**config.mk**
```make
export PLATFORM = sky130hd
export DESIGN_NAME = irq_combiner
export DESIGN_NICKNAME = d
export VERILOG_FILES = /design/src/rtl/irq_combiner.sv
export SDC_FILE = /design/constraint.sdc
export NUM_CORES = 1
export LEC_CHECK = 0
export BUFFER_PORTS_ARGS = -buffer_cell sky130_fd_sc_hd__buf_2
export CELL_PAD_IN_SITES_DETAIL_PLACEMENT = 1
export CELL_PAD_IN_SITES_GLOBAL_PLACEMENT = 2
export CORE_MARGIN = 1
export CORE_UTILIZATION = 31
export CTS_CLUSTER_DIAMETER = 100
export DETAILED_ROUTE_END_ITERATION = 10
export PLACE_DENSITY_LB_ADDON = 0.1
export SYNTH_ARGS = -nofsm -noshare
export SYNTH_HDL_FRONTEND = slang
export SYNTH_SLANG_ARGS = --single-unit
```
**constraint.sdc**
```tcl
create_clock -name clk -period 3 [get_ports clk]
set_input_delay 0.9 -clock clk [delete_from_list [all_inputs] [get_ports clk]]
set_output_delay 0.9 -clock clk [all_outputs]
set_load 0.005 [all_outputs]
```
**src/rtl/irq_combiner.sv**
```systemverilog
module irq_combiner #(
  parameter int NCH = 16,
  parameter int AW  = 3
) (
  input  logic           clk,
  input  logic           rst_n,
  input  logic [NCH-1:0] done_pulse,
  input  logic [NCH-1:0] zero_trig,
  input  logic [NCH-1:0] quiet,
  input  logic           reg_we,
  input  logic [AW-1:0]  reg_addr,
  input  logic [NCH-1:0] reg_wdata,
  output logic [NCH-1:0] reg_rdata,
  output logic [1:0]     irq
);
  localparam int NOUT = 2;
  localparam logic [AW-1:0] A_PEND = AW'(0);

  logic [NCH-1:0] pend;
  logic [NCH-1:0] ev;
  logic [NCH-1:0] clr;
  logic [NCH-1:0] en  [NOUT];
  logic [NCH-1:0] frc [NOUT];
  logic [NCH-1:0] st  [NOUT];

  assign ev  = (done_pulse & ~quiet) | zero_trig;
  assign clr = (reg_we && reg_addr == A_PEND) ? reg_wdata : '0;

  always_ff @(posedge clk) begin
    if (!rst_n) pend <= '0;
    else        pend <= (pend & ~clr) | ev;
  end

  for (genvar k = 0; k < NOUT; k++) begin : g_out
    localparam logic [AW-1:0] A_EN  = AW'(1 + 3 * k);
    localparam logic [AW-1:0] A_FRC = AW'(2 + 3 * k);

    always_ff @(posedge clk) begin
      if (!rst_n) begin
        en[k]  <= '0;
        frc[k] <= '0;
      end else if (reg_we) begin
        if (reg_addr == A_EN)  en[k]  <= reg_wdata;
        if (reg_addr == A_FRC) frc[k] <= reg_wdata;
      end
    end

    assign st[k]  = (pend | frc[k]) & en[k];
    assign irq[k] = |st[k];


    force_hold_chk: assert property (@(posedge clk) disable iff (!rst_n)
      !(reg_we && reg_addr == A_FRC) |=> $stable(frc[k]));
  end

  always_comb begin
    reg_rdata = '0;
    if (reg_addr == A_PEND) reg_rdata = pend;
    for (int k = 0; k < NOUT; k++) begin
      if (reg_addr == AW'(1 + 3 * k)) reg_rdata = en[k];
      if (reg_addr == AW'(2 + 3 * k)) reg_rdata = frc[k];
      if (reg_addr == AW'(3 + 3 * k)) reg_rdata = st[k];
    end
  end


  ev_wins_chk: assert property (@(posedge clk) disable iff (!rst_n)
    (|ev) |=> ((pend & $past(ev)) == $past(ev)));


  clear_chk: assert property (@(posedge clk) disable iff (!rst_n)
    (|(clr & ~ev)) |=> ((pend & $past(clr & ~ev)) == '0));


  quiet_chk: assert property (@(posedge clk) disable iff (!rst_n)
    (|(done_pulse & quiet & ~zero_trig & ~pend)) |=>
      ((pend & $past(done_pulse & quiet & ~zero_trig & ~pend)) == '0));
endmodule

```
[Word level (Yosys, flattened, before mapping)]
Memories as Yosys holds them, arrays and structs flattened.
Index checks and enable logic that the tools add are counted.
Cells by class
  reduce and logical (&&, ||, !) cells: 4
  muxes and demuxes: 29
  bitwise operators: 14
  equality and inequality tests: 6
Operators with widths (number)
  16-bit two-way mux: 12
  16-bit bitwise AND: 4
  16-bit OR: 4
  16-bit NOT: 2
  16-bit OR reduction: 2
  1-bit two-way mux: 17
  3-bit equality test, second input constant: 3
  3-bit by 2-bit equality test with 1-bit output, second input constant: 2
  1-bit OR: 4
  3-bit by 1-bit equality test with 1-bit output, second input constant: 1
  3-bit logical NOT: 1
  1-bit logical AND: 1
Storage, ports and cells
  memory bits (writable): 64
  flip-flop bits (word level): 16
  logic and storage cells: 56
  output and inout bits: 18
  input port bits: 70
  memories: 2
Memories
  en: depth 2, bits a word 16, rd ports 2, clocked after memory_dff 0, wr ports 2, RTL line 22  | logic [NCH-1:0] en [NOUT];
  frc: depth 2, bits a word 16, rd ports 2, clocked after memory_dff 0, wr ports 2, RTL line 23  | logic [NCH-1:0] frc [NOUT];

[Logic depth before layout (Yosys ltp)]
Gate-level depths: netlist (run 1).
  word-level depth: 8
  depth in mapped cells: 7
  mapped depth without buffers: 4

[Worst setup path before layout (run 1)]
Ideal clock, no wire load.
  path type: input -> register
  start: in reg_addr[0]
  end: mem frc[1][0] (enable)
  arrival: 2.607 ns
  path slack: -0.018 ns
  stages on the path: 4
  path buffers: 2
  data required time: 2.589 ns
  library setup time: 0.411 ns
  cells stage by stage: buf_2 > nand3_2 > buf_1 > o21ai_0
RTL lines
  start: declaration: RTL line 11  | input logic [AW-1:0] reg_addr,
  end: declaration: RTL line 23

[Final worst setup path (run 1)]
  start: in reg_addr[1]
  end: out reg_rdata[15]
Between the ends
  word-level cells in the longest chain between the ends: 8
  elaborated cells between the ends (all ways): 14
  those cells by class: 6 x eq/ne; 7 x mux; 1 x reduce/logical
RTL lines
  3-bit logical NOT: RTL line 58  | if (reg_addr == A_PEND) reg_rdata = pend;
  16-bit two-way mux: RTL line 58
  16-bit two-way mux: RTL line 60  | if (reg_addr == AW'(1 + 3 * k)) reg_rdata = en[k];
  16-bit two-way mux: RTL line 61  | if (reg_addr == AW'(2 + 3 * k)) reg_rdata = frc[k];
  16-bit two-way mux: RTL line 62  | if (reg_addr == AW'(3 + 3 * k)) reg_rdata = st[k];
  16-bit two-way mux: RTL line 60
  16-bit two-way mux: RTL line 61
  16-bit two-way mux *: RTL line 62
  end: declaration: RTL line 13  | output logic [NCH-1:0] reg_rdata,
Mark *: on every way between the ends. The rest lies on a longest branch, timed or not.

==> summary.txt, run 1 <==
Drt
  • 1st-iter DRT viols: 171
  • DRC violation count after routing: 0
  • Mean routed wirelength per cell: 20.6 microns
  • Routed wire length: 15000 microns
  • Drt first pass iters: 4
  • Ratio of routed vias to standard cells: 5.29
  • Antenna violation net count after detailed routing: 0
  • Number of vias after detailed routing: 3850

Floorplan
  • X dimension of the die: between 100 and 150 microns
  • Overall die area: 0.0146 sq mm
  • Placeable core region: 0.0138 sq mm
  • Row count: 43
  • Height of the die: 121 microns
  • Starting density of the core: 31.7%
  • Count of pins on the block boundary: between 80 and 90

Power
  • Leakage Power: 2.18 nW
  • Power density over cell area: 508 mW/mm^2
  • Worst ir drop on vdd: 0.311 mV
  • Overall power of the completed layout: roughly 2.9 mW

Global routing
  • Fraction of met1 tracks used by global routing: between 20% and 30%
  • Antenna violations before repair: 0
  • Largest net degree at the start of global routing: 23
  • Grt total ovfl: 0
  • First-pass GRT wire length: 22900 microns
  • Via count of the first global-routing pass: 3919
  • Met2 demand-to-capacity share in global routing: roughly 36%
  • Total track usage: ~22%
  • GRT busiest layer: met2
  • Met3 track utilization from global routing: 3.81%

STA
  • Share of the clock period used by the worst path: 98.9%
  • Unrepaired setup endpoints after global routing: no
  • Maximum operating frequency: approximately 340 MHz
  • Final setup skew: 0 ns
  • Final Critical Period: 2.97 ns
  • Sum of negative setup slack: 0 ns
  • Worst-margin pin slew: 0.515 ns
  • Final Max Slew Viols: 0
  • Hold Fails Final Rpt: 0
  • Final setup violating endpoints: 0
  • Max-Slew Margin vs Limit: about two thirds

Synth
  • Mapped Area: 0.00439 sq mm
  • Flip-flop and latch count after synthesis: 80
  • Gate count after technology mapping: 431
  • Top_reg_cell synth: edfxtp_1
  • Proportion of register bits with asynchronous set or reset after synthesis: 0%
  • Count of unique library cells instantiated by Yosys: 39
  • Number of warning messages in the yosys log: 0
  • Post-synthesis average cell area: 10.2 sq um
  • Number of enable-type register cells in the synthesized netlist: 64
  • Sequential fraction of the synthesis area: approximately half
  • Net Count, Synth: between 500 and 600

Clocking
  • Clk_lat worst skew: 0.35 ns
  • Clock sink count: 80
  • Number of buffers on the longest clock path: 2
  • Hold-fix buffers, CTS: 0
  • Master cell of the clock root buffer: clkbuf_16
  • H-tree depth reported by CTS: 3
  • Post-CTS clock slew at the launch and capture registers of the worst setup and hold paths: 0.06 ns
  • Clock tree from TritonCTS: yes
  • Cts bufs inserted: 9

Worst setup path
  • CP Max Fanout: 5
  • Type of destination of the critical path: output pin
  • Critical path class: in2out
  • Startpoint Class: primary input
  • Required arrival time at the worst endpoint: approximately 2.1 ns
  • Reg2reg start: pend[15]$_SDFF_PN0_
  • CP arrival: about 2.1 ns
  • Start point of the critical path: reg_addr[1]

Placement
  • Half-perimeter wire length after placement: about 11000 microns
  • Inst Count DP: 708
  • Routability-driven placement congestion ratio: 0.792
  • Number of port buffers: 87

Hold path
  • Source of the worst hold timing path: pend[7]$_SDFF_PN0_
  • Path category of the worst min-delay check: reg2reg

Layout
  • Most common cell after layout, fill and taps aside: buf_2
  • Post-layout nets: roughly 600
  • Most frequent cells in the layout: 84 x buf_2, 64 x and2_1, 64 x edfxtp_1
  • Ratio of cells with drive above 1 in the final layout: 29.0%
  • Final Instance Count excl. Fillers: 728
  • Antenna cell count: 0
  • Layout-stage area growth over the synthesis result: 28.2%
  • Final standard cell utilization of the core: 40.7%

Status
  • Run status: complete, no violations

Run
  • Count of max-cap constraint violations: 0
[per-stage QoR]
step                instance area (sq um)  setup slack (ns)  hold WS (ns)
finish                               5620            0.0341         0.750
CTS                                  5530           0.00170         0.757
detailed placement                   5220           -0.0741         0.742
floorplan                            4390             0.128         0.636
global route                         5620          0.000856         0.764
global placement                     5220            -0.102         0.707
[critical path, stage by stage]
cell     delay (ns)
buf_4          0.13
or2_4          0.28
or3_1          0.39
o31ai_2        0.08
o22ai_2        0.14
buf_2          0.14
[path summary, 6_finish.rpt]
path / to / slack, ns / cells after the start
min reg2reg: pend[7]$_SDFF_PN0_ / 0.75 / 2
max: reg_rdata[15] / 0.03 / 6
min: pend[7]$_SDFF_PN0_ / 0.75 / 2
max reg2reg: pend[15]$_SDFF_PN0_ / 2.08 / 2
[layer usage]
metal / wire length [microns] / part of all wire (%)
met5: 0 / 0
met4: 335 / 2.2
met3: 451 / 3.0
met1: 6740 / 45
met2: 7490 / 50
[state kept, by name, indices dropped and copies added, names as in the netlist]
register,cells
en,32
pend,16
frc,32
[repair_timing]
item                                   CTS  global route
gates cloned                             0             2
setup endpoints to repair               16            18
buffers inserted                         0             3
gates resized for setup                  8            20
endpoints found under the hold margin    0             0
pin swaps                                1             9
[kinds of logic after synthesis]
logic type / after synthesis / synth area share (%)
AO/OA/AOI/OAI: 160 / 23.8
AND/OR/NAND/NOR: 147 / 20.3
buffers and inverters: 44 / 4.79
flip-flops: 80 / 51.1
[final cells by class]
class | instances | area [sq um]
Sequential cell | 80 | 2240
Clock buffer | 12 | 246
Tap cell | 180 | 225
Multi-Input combinational cell | 308 | 1980
Fill cell | 1591 | 8200
Inverter | 19 | 71.3
Clock inverter | 4 | 45.0
Timing Repair Buffer | 125 | 810
[where the power goes]
group / leakage [nW] / switching (mW) / total, mW / internal, mW
logic: 1.28 / 0.229 / 0.418 / 0.189
registers: 0.753 / 0.0592 / 1.33 / 1.27
clock network: 0.146 / 0.439 / 1.10 / 0.663
total: 2.18 / 0.727 / 2.85 / 2.13
[cell usage after synthesis (9+ instances only)]
master | n | area (sq um)
dfxtp_1 | 16 | 320
inv_1 | 18 | 67.6
nor2_1 | 25 | 93.8
nor2b_1 | 16 | 100
o21ai_0 | 46 | 230
buf_2 | 9 | 45.0
a21boi_0 | 12 | 90.1
clkbuf_1 | 10 | 37.5
nand2b_1 | 12 | 75.1
a21oi_1 | 30 | 150
edfxtp_1 | 64 | 1920
a21boi_1 | 9 | 67.6
o31a_1 | 16 | 140
and2_1 | 64 | 400
o221ai_1 | 18 | 158
Note: power is estimated with default switching activity, not from simulation.
==> run 2, diff against run 1 <==
==> constraint.sdc (replaced) <==
create_clock -name clk -period 3 [get_ports clk]
set_input_delay 0.45 -clock clk [delete_from_list [all_inputs] [get_ports clk]]
set_output_delay 0.45 -clock clk [all_outputs]
set_load 0.005 [all_outputs]
==> run 2 against run 1 <==
  * Cell count decreased by 2.1%
  * Die area stayed put
  * Via count is 3.9% lower
  * Clock skew unchanged
  * Register-to-register slack about the same
  * Sequential power is essentially flat
  * Maximum frequency increased by 18%
  * Non-clock buffer count decreased by 14
  * Wire length shrank 4.3%
  * Global-route usage is 1.1 points lower
  * Utilization decreased by 1.3 points
  * Critical path depth is 2 lower
  * Critical path type is now reg2out
  * Largest cell class unchanged
==> summary.txt, run 2 (same netlist as run 1, synthesis figures left out) <==
Status
  • Run status: complete, no violations

Global routing
  • Antenna violations before repair: 0 (unchanged)
  • Total track usage: 20.6% (-1.1 points)
  • Grt total ovfl: 0 (unchanged)
  • First-pass GRT wire length: 21900 microns (-4.5%)
  • Largest net degree at the start of global routing: 33 (+43%)
  • Via count of the first global-routing pass: 3875 (-1.1%)

Layout
  • Post-layout nets: 598 (-2.4%)
  • Area of the multi-input gates: 0.00193 sq mm (-2.5%)
  • Most frequent cells in the layout: 87 x buf_2, 64 x and2_1, 64 x edfxtp_1
  • Antenna cell count: 0 (unchanged)
  • Regs by FF count: en: 32 flops, frc: 32 flops, pend: 16 flops
  • Ratio of cells with drive above 1 in the final layout: 25.5% (-3.5 points)
  • Finished layout cell area: 0.00544 sq mm (-3.2%)
  • Filler cell count: 1592 (+0.063%)
  • Layout-stage area growth over the synthesis result: 24.1%
  • Area occupied by registers: 0.00224 sq mm (unchanged)
  • Most common cell after layout, fill and taps aside: buf_2

STA
  • Final Max Slew Viols: 0 (unchanged)
  • Sum of negative setup slack: 0 ns (unchanged)
  • Max-Slew Margin vs Limit: 42.6% (-23 points)
  • Maximum operating frequency: 396 MHz (+18%)
  • Share of the clock period used by the worst path: 84.1% (-15 points)
  • Unrepaired setup endpoints after global routing: no
  • Worst-margin pin slew: 0.857 ns (+0.343 ns)
  • Hold Fails Final Rpt: 0 (unchanged)
  • Final setup skew: 0 ns (unchanged)
  • Final setup violating endpoints: 0 (unchanged)
  • Final Critical Period: 2.52 ns (-0.442 ns)

Clocking
  • Clk_lat worst skew: 0.35 ns (about the same)
  • Cts bufs inserted: 9 (unchanged)
  • H-tree depth reported by CTS: 3 (unchanged)
  • Master cell of the clock root buffer: clkbuf_16
  • Post-CTS clock slew at the launch and capture registers of the worst setup and hold paths: 0.06 ns (about the same)
  • Hold-fix buffers, CTS: 0 (unchanged)
  • Clock tree from TritonCTS: yes
  • # resized after CTS: 0 (-8)
  • Setup Fix Bufs, Post-CTS: 0 (unchanged)
  • Clock sink count: 80 (unchanged)
  • Number of buffers on the longest clock path: 2 (unchanged)

Worst setup path
  • Type of destination of the critical path: output pin
  • CP arrival: 2.07 ns (about the same)
  • Startpoint Class: flip-flop
  • R2R Path End: pend[14]$_SDFF_PN0_
  • Required arrival time at the worst endpoint: 2.55 ns (+0.45 ns)
  • Depth of the worst register-to-register path: 3 (+1)
  • Critical path class: reg2out
  • CP Max Fanout: 2 (-3)
  • Reg2reg start: pend[14]$_SDFF_PN0_
  • FF-to-FF setup slack: 2.09 ns (about the same)

Drt
  • Ratio of routed vias to standard cells: 5.19 (-1.9%)
  • Wire length on met1: 6670 microns (-1.0%)
  • Met2 routed WL: 6830 microns (-8.8%)
  • Metal3 WL: 494 microns (+9.5%)
  • 1st-iter DRT viols: 198 (+16%)
  • Mean routed wirelength per cell: 20.2 microns (-2.3%)
  • Routed wire length: 14400 microns (-4.3%)
  • Number of vias after detailed routing: 3699 (-3.9%)
  • Highest metal layer with signal wires: met4
  • Antenna violation net count after detailed routing: 0 (unchanged)
  • Drt first pass iters: 4 (unchanged)
  • DRC violation count after routing: 0 (unchanged)

Run
  • Count of max-cap constraint violations: 0 (unchanged)

Placement
  • Routability-driven placement congestion ratio: 0.770 (-2.8%)
  • Number of port buffers: 87 (unchanged)
  • Total placed instance area: 0.00509 sq mm (-2.5%)
  • Half-perimeter wire length after placement: 10700 microns (-1.3%)

Hold path
  • Path category of the worst min-delay check: in2reg
  • Worst Hold Path Cells: 2 (unchanged)
  • Worst hold path endpoint: pend[4]$_SDFF_PN0_
  • Source of the worst hold timing path: zero_trig[4]

Floorplan
  • X dimension of the die: 121 microns (unchanged)
  • Height of the die: 121 microns (unchanged)
  • Overall die area: 0.0146 sq mm (unchanged)
  • Row count: 43 (unchanged)
  • Placeable core region: 0.0138 sq mm (unchanged)
  • Count of pins on the block boundary: 88 (unchanged)
  • Starting density of the core: 31.7% (unchanged)

Power
  • Worst ir drop on vdd: 0.312 mV (+0.40%)
  • Power density over cell area: 555 mW/mm^2 (+9.3%)
  • Leakage Power: 2.09 nW (-4.1%)
-- run 2: cell count changes in the layout (fill, tap and decap cells not counted), moves of 3 or more --
cell     change
buf_4        -6
buf_2        +3
buf_12       -3
o21ai_1      -4
o21ai_0      +4
buf_6        -5
-- run 2: where the power goes --
group / internal [mW] / switching [mW] / total [mW] / leakage (nW)
Combinational: 0.163 / 0.215 / 0.378 / 1.17
Clock: 0.857 / 0.450 / 1.31 / 0.172
Sequential: 1.27 / 0.0605 / 1.34 / 0.753
Total: 2.30 / 0.725 / 3.02 / 2.09
-- run 2: final cells by class --
cell class              count  area share [%]
clock buffers              11            4.64
multi-input cells         307            35.5
inverters                  19            1.31
clock inverters             5            1.88
repair buffers            111            11.3
flip-flops and latches     80            41.2
well taps                 180            4.14
-- run 2: metrics by stage --
step           utilization (%)  hold slack (ns)  power [mW]  setup slack [ns]  std cells
6_report                  39.4            0.321        3.02             0.476        713
5_1_grt                   39.4            0.320        3.12             0.378        713
4_1_cts                   39.4            0.312        3.05             0.463        713
3_5_place_dp              36.8            0.677        1.74             0.473        697
3_3_place_gp              36.8            0.672        1.73             0.515        697
2_1_floorplan                -            0.586        1.54             0.432        431
-- run 2: how the worst max path moves through the flow --
stage,from,end,cells past startpoint
2_1_floorplan,reg_addr[0],frc[1][0]$_SDFFCE_PN0P_,4
3_3_place_gp,reg_addr[2],reg_rdata[15],6
3_5_place_dp,reg_addr[2],reg_rdata[15],6
4_1_cts,frc[1][6]$_SDFFCE_PN0P_,irq[1],4
5_1_grt,reg_addr[1],reg_rdata[15],7
6_report,frc[1][4]$_SDFFCE_PN0P_,irq[1],4
-- run 2: worst max-delay path, cell delays in order (launching register included) --
cell and delay (ns):
edfxtp_1 0.39, o21ai_0 0.37, nand4_1 0.24, or4_1 0.58
buf_2 0.14
-- run 2: per-layer routing --
layer | global-route usage (%) | vias up
met2 | 34.6 | 94
met1 | 26.4 | 1790
met5 | 0 | -
met3 | 2.91 | 20
met4 | 9.26 | 0
li1 | - | 1795
==> run 3, diff against run 2 <==
==> constraint.sdc (replaced) <==
create_clock -name clk -period 2.3 [get_ports clk]
set_input_delay 0.345 -clock clk [delete_from_list [all_inputs] [get_ports clk]]
set_output_delay 0.345 -clock clk [all_outputs]
set_load 0.005 [all_outputs]
==> run 3 against run 2 <==
  * Hold slack got worse by 0.11 ns
  * Wire length up 3.4%
  * Sequential cell count is the same
  * Design area is 2.3% higher
  * Highest routed layer unchanged
  * Worst setup slack got worse by 0.43 ns
  * Sequential power up 30%
  * Combinational power grew 41%
  * Die area did not move
  * Clock-buffer cell count down 1
==> summary.txt, run 3 (same netlist as run 1, synthesis figures left out) <==
Worst setup path
  • Maximum cell stage delay along the critical path: 0.51 ns (-0.07 ns)
  • Reg2reg start: pend[10]$_SDFF_PN0_
  • Critical path buffers and inverters: 1 (unchanged)
  • Worst path cell trace: o21ai_1, nand4_1, or4_1, buf_2
  • Depth of the worst register-to-register path: 3 (unchanged)
  • CP arrival: 1.91 ns (-0.16 ns)
  • FF-to-FF setup slack: 1.31 ns (-0.78 ns)
  • Standard cell with the maximum stage delay on the critical path: or4_1
  • Worst path top cell family by delay: simple AND/OR/NAND/NOR gates
  • Critical path class: reg2out
  • Required arrival time at the worst endpoint: 1.96 ns (-0.59 ns)
  • R2R Path End: pend[10]$_SDFF_PN0_
  • Type of destination of the critical path: output pin
  • CP Max Fanout: 2 (unchanged)
  • Startpoint Class: flip-flop

Layout
  • Final standard cell utilization of the core: 40.3% (+0.90 points)
  • Finished layout cell area: 0.00557 sq mm (+2.3%)
  • Layout-stage area growth over the synthesis result: 26.9%
  • Filler cell count: 1565 (-1.7%)
  • Post-layout nets: 608 (+1.7%)
  • Antenna cell count: 0 (unchanged)
  • Most frequent cells in the layout: 87 x buf_2, 64 x and2_1, 64 x edfxtp_1
  • Ratio of cells with drive above 1 in the final layout: 27.7% (+2.2 points)
  • Most common cell after layout, fill and taps aside: buf_2
  • Regs by FF count: en: 32 flops, frc: 32 flops, pend: 16 flops

STA
  • Final Max Slew Viols: 0 (unchanged)
  • Share of the clock period used by the worst path: 98.1%
  • Max-Slew Margin vs Limit: 71.7% (+29 points)
  • Worst-margin pin slew: 0.424 ns (-0.433 ns)
  • Final Critical Period: 2.26 ns
  • Hold Fails Final Rpt: 0 (unchanged)
  • Sum of negative setup slack: 0 ns (unchanged)
  • Worst setup margin: 0.0447 ns (-0.431 ns)
  • Maximum operating frequency: about 440 MHz
  • Unrepaired setup endpoints after global routing: no
  • Final setup violating endpoints: 0 (unchanged)
  • Final setup skew: 0 ns (unchanged)

Clocking
  • H-tree depth reported by CTS: 3 (unchanged)
  • Master cell of the clock root buffer: clkbuf_16
  • Post-CTS clock slew at the launch and capture registers of the worst setup and hold paths: 0.06 ns (about the same)
  • Clock sink count: 80 (unchanged)
  • Setup Fix Bufs, Post-CTS: 0 (unchanged)
  • Hold-fix buffers, CTS: 0 (unchanged)
  • Clk_lat worst skew: 0.34 ns (about the same)
  • Number of buffers on the longest clock path: 2 (unchanged)
  • Cts bufs inserted: 9 (unchanged)
  • Clock tree from TritonCTS: yes

Power
  • Leakage Power: 2.15 nW (+2.6%)
  • Power density over cell area: 687 mW/mm^2 (+24%)
  • Worst ir drop on vdd: 0.415 mV (+33%)

Floorplan
  • Row count: 43 (unchanged)
  • Starting density of the core: 31.7% (unchanged)
  • X dimension of the die: 121 microns (unchanged)
  • Placeable core region: 0.0138 sq mm (unchanged)
  • Height of the die: 121 microns (unchanged)
  • Count of pins on the block boundary: 88 (unchanged)
  • Overall die area: 0.0146 sq mm (unchanged)

Global routing
  • Grt total ovfl: 0 (unchanged)
  • First-pass GRT wire length: 22800 microns (+4.4%)
  • Largest net degree at the start of global routing: 22 (-33%)
  • Total track usage: 21.7% (+1.1 points)
  • Via count of the first global-routing pass: 4002 (+3.3%)
  • Antenna violations before repair: 0 (unchanged)

Drt
  • Routed wire length: 14900 microns (+3.4%)
  • Number of vias after detailed routing: 3790 (+2.5%)
  • Drt first pass iters: 4 (unchanged)
  • Mean routed wirelength per cell: 20.6 microns (+2.1%)
  • 1st-iter DRT viols: 219 (+11%)
  • Ratio of routed vias to standard cells: 5.25 (+1.2%)
  • Antenna violation net count after detailed routing: 0 (unchanged)
  • DRC violation count after routing: 0 (unchanged)

Hold path
  • Worst hold path endpoint: pend[3]$_SDFF_PN0_
  • Worst Hold Path Cells: 2 (unchanged)
  • Path category of the worst min-delay check: in2reg
  • Source of the worst hold timing path: zero_trig[3]

Placement
  • Total placed instance area: 0.00523 sq mm (+2.7%)
  • Routability-driven placement congestion ratio: 0.790 (+2.6%)
  • Number of port buffers: 87 (unchanged)
  • Half-perimeter wire length after placement: 10800 microns (+1.3%)
  • Worst Setup Slack post-DPL: 0.209 ns (-0.264 ns)

Status
  • Run status: complete, no violations

Run
  • Count of max-cap constraint violations: 0 (unchanged)
-- run 3: cell count changes in the layout (fill, tap and decap cells not counted), moves of 2 or more --
cell,previous run,this run
buf_4,24,29
o21ai_0,43,31
o21ai_1,3,13
o21ai_2,0,2
buf_12,0,5
-- run 3: per-stage QoR --
step / power [mW] / std cells / hold WS (ns)
final: 3.83 / 722 / 0.216
after global routing: 3.97 / 722 / 0.211
after CTS: 3.85 / 722 / 0.205
after detailed placement: 2.30 / 707 / 0.571
after global placement: 2.28 / 707 / 0.564
after floorplan: 2.01 / 431 / 0.481
-- run 3: worst reg2reg max path, cell delays in order (launching register included) --
cell and delay (ns):
dfxtp_1 0.33, buf_4 0.15, a21boi_1 0.12, o31a_1 0.28
-- run 3: power breakdown --
group	switching, mW	internal (mW)
Clock	0.581	0.973
Sequential	0.0761	1.66
Combinational	0.298	0.234
-- run 3: worst max-delay path by stage --
stage                             startpoint                     end  slack (ns)  cells past startpoint
floorplan                        reg_addr[2]  en[0][0]$_SDFFCE_PN0P_        0.05                      3
global placement                 reg_addr[0]           reg_rdata[14]        0.23                      6
detailed placement               reg_addr[2]           reg_rdata[14]        0.21                      5
CTS                  frc[1][4]$_SDFFCE_PN0P_                  irq[1]      0.0004                      4
global route             pend[10]$_SDFF_PN0_                  irq[1]       0.009                      5
finish              frc[1][11]$_SDFFCE_PN0P_                  irq[1]        0.04                      4
-- run 3: timing repair --
| item | CTS | global route |
|---|---|---|
| endpoints found under the setup margin | 2 | 3 |
| gates resized for setup | 6 | 12 |
| gates cloned | 0 | 0 |
-- run 3: final cells by class --
| class | instances | area, sq um | share of cell area (%) |
|---|---|---|---|
| Sequential cell | 80 | 2240 | 40.3 |
| Multi-Input combinational cell | 307 | 1960 | 35.1 |
| Timing Repair Buffer | 121 | 753 | 13.5 |
| Clock buffer | 10 | 239 | 4.29 |
| Tap cell | 180 | 225 | 4.04 |
| Clock inverter | 5 | 81.3 | 1.46 |
| Inverter | 19 | 71.3 | 1.28 |
-- run 3: per-layer routing --
layer | global-route usage, % | share of wire [%] | wire, microns | vias up
met1 | 27.8 | 46 | 6850 | 1865
met5 | 0 | 0 | 0 | -
met4 | 8.41 | 2.3 | 341 | 0
met2 | 36.4 | 48 | 7190 | 88
met3 | 3.85 | 3.2 | 470 | 20
li1 | - | - | - | 1817
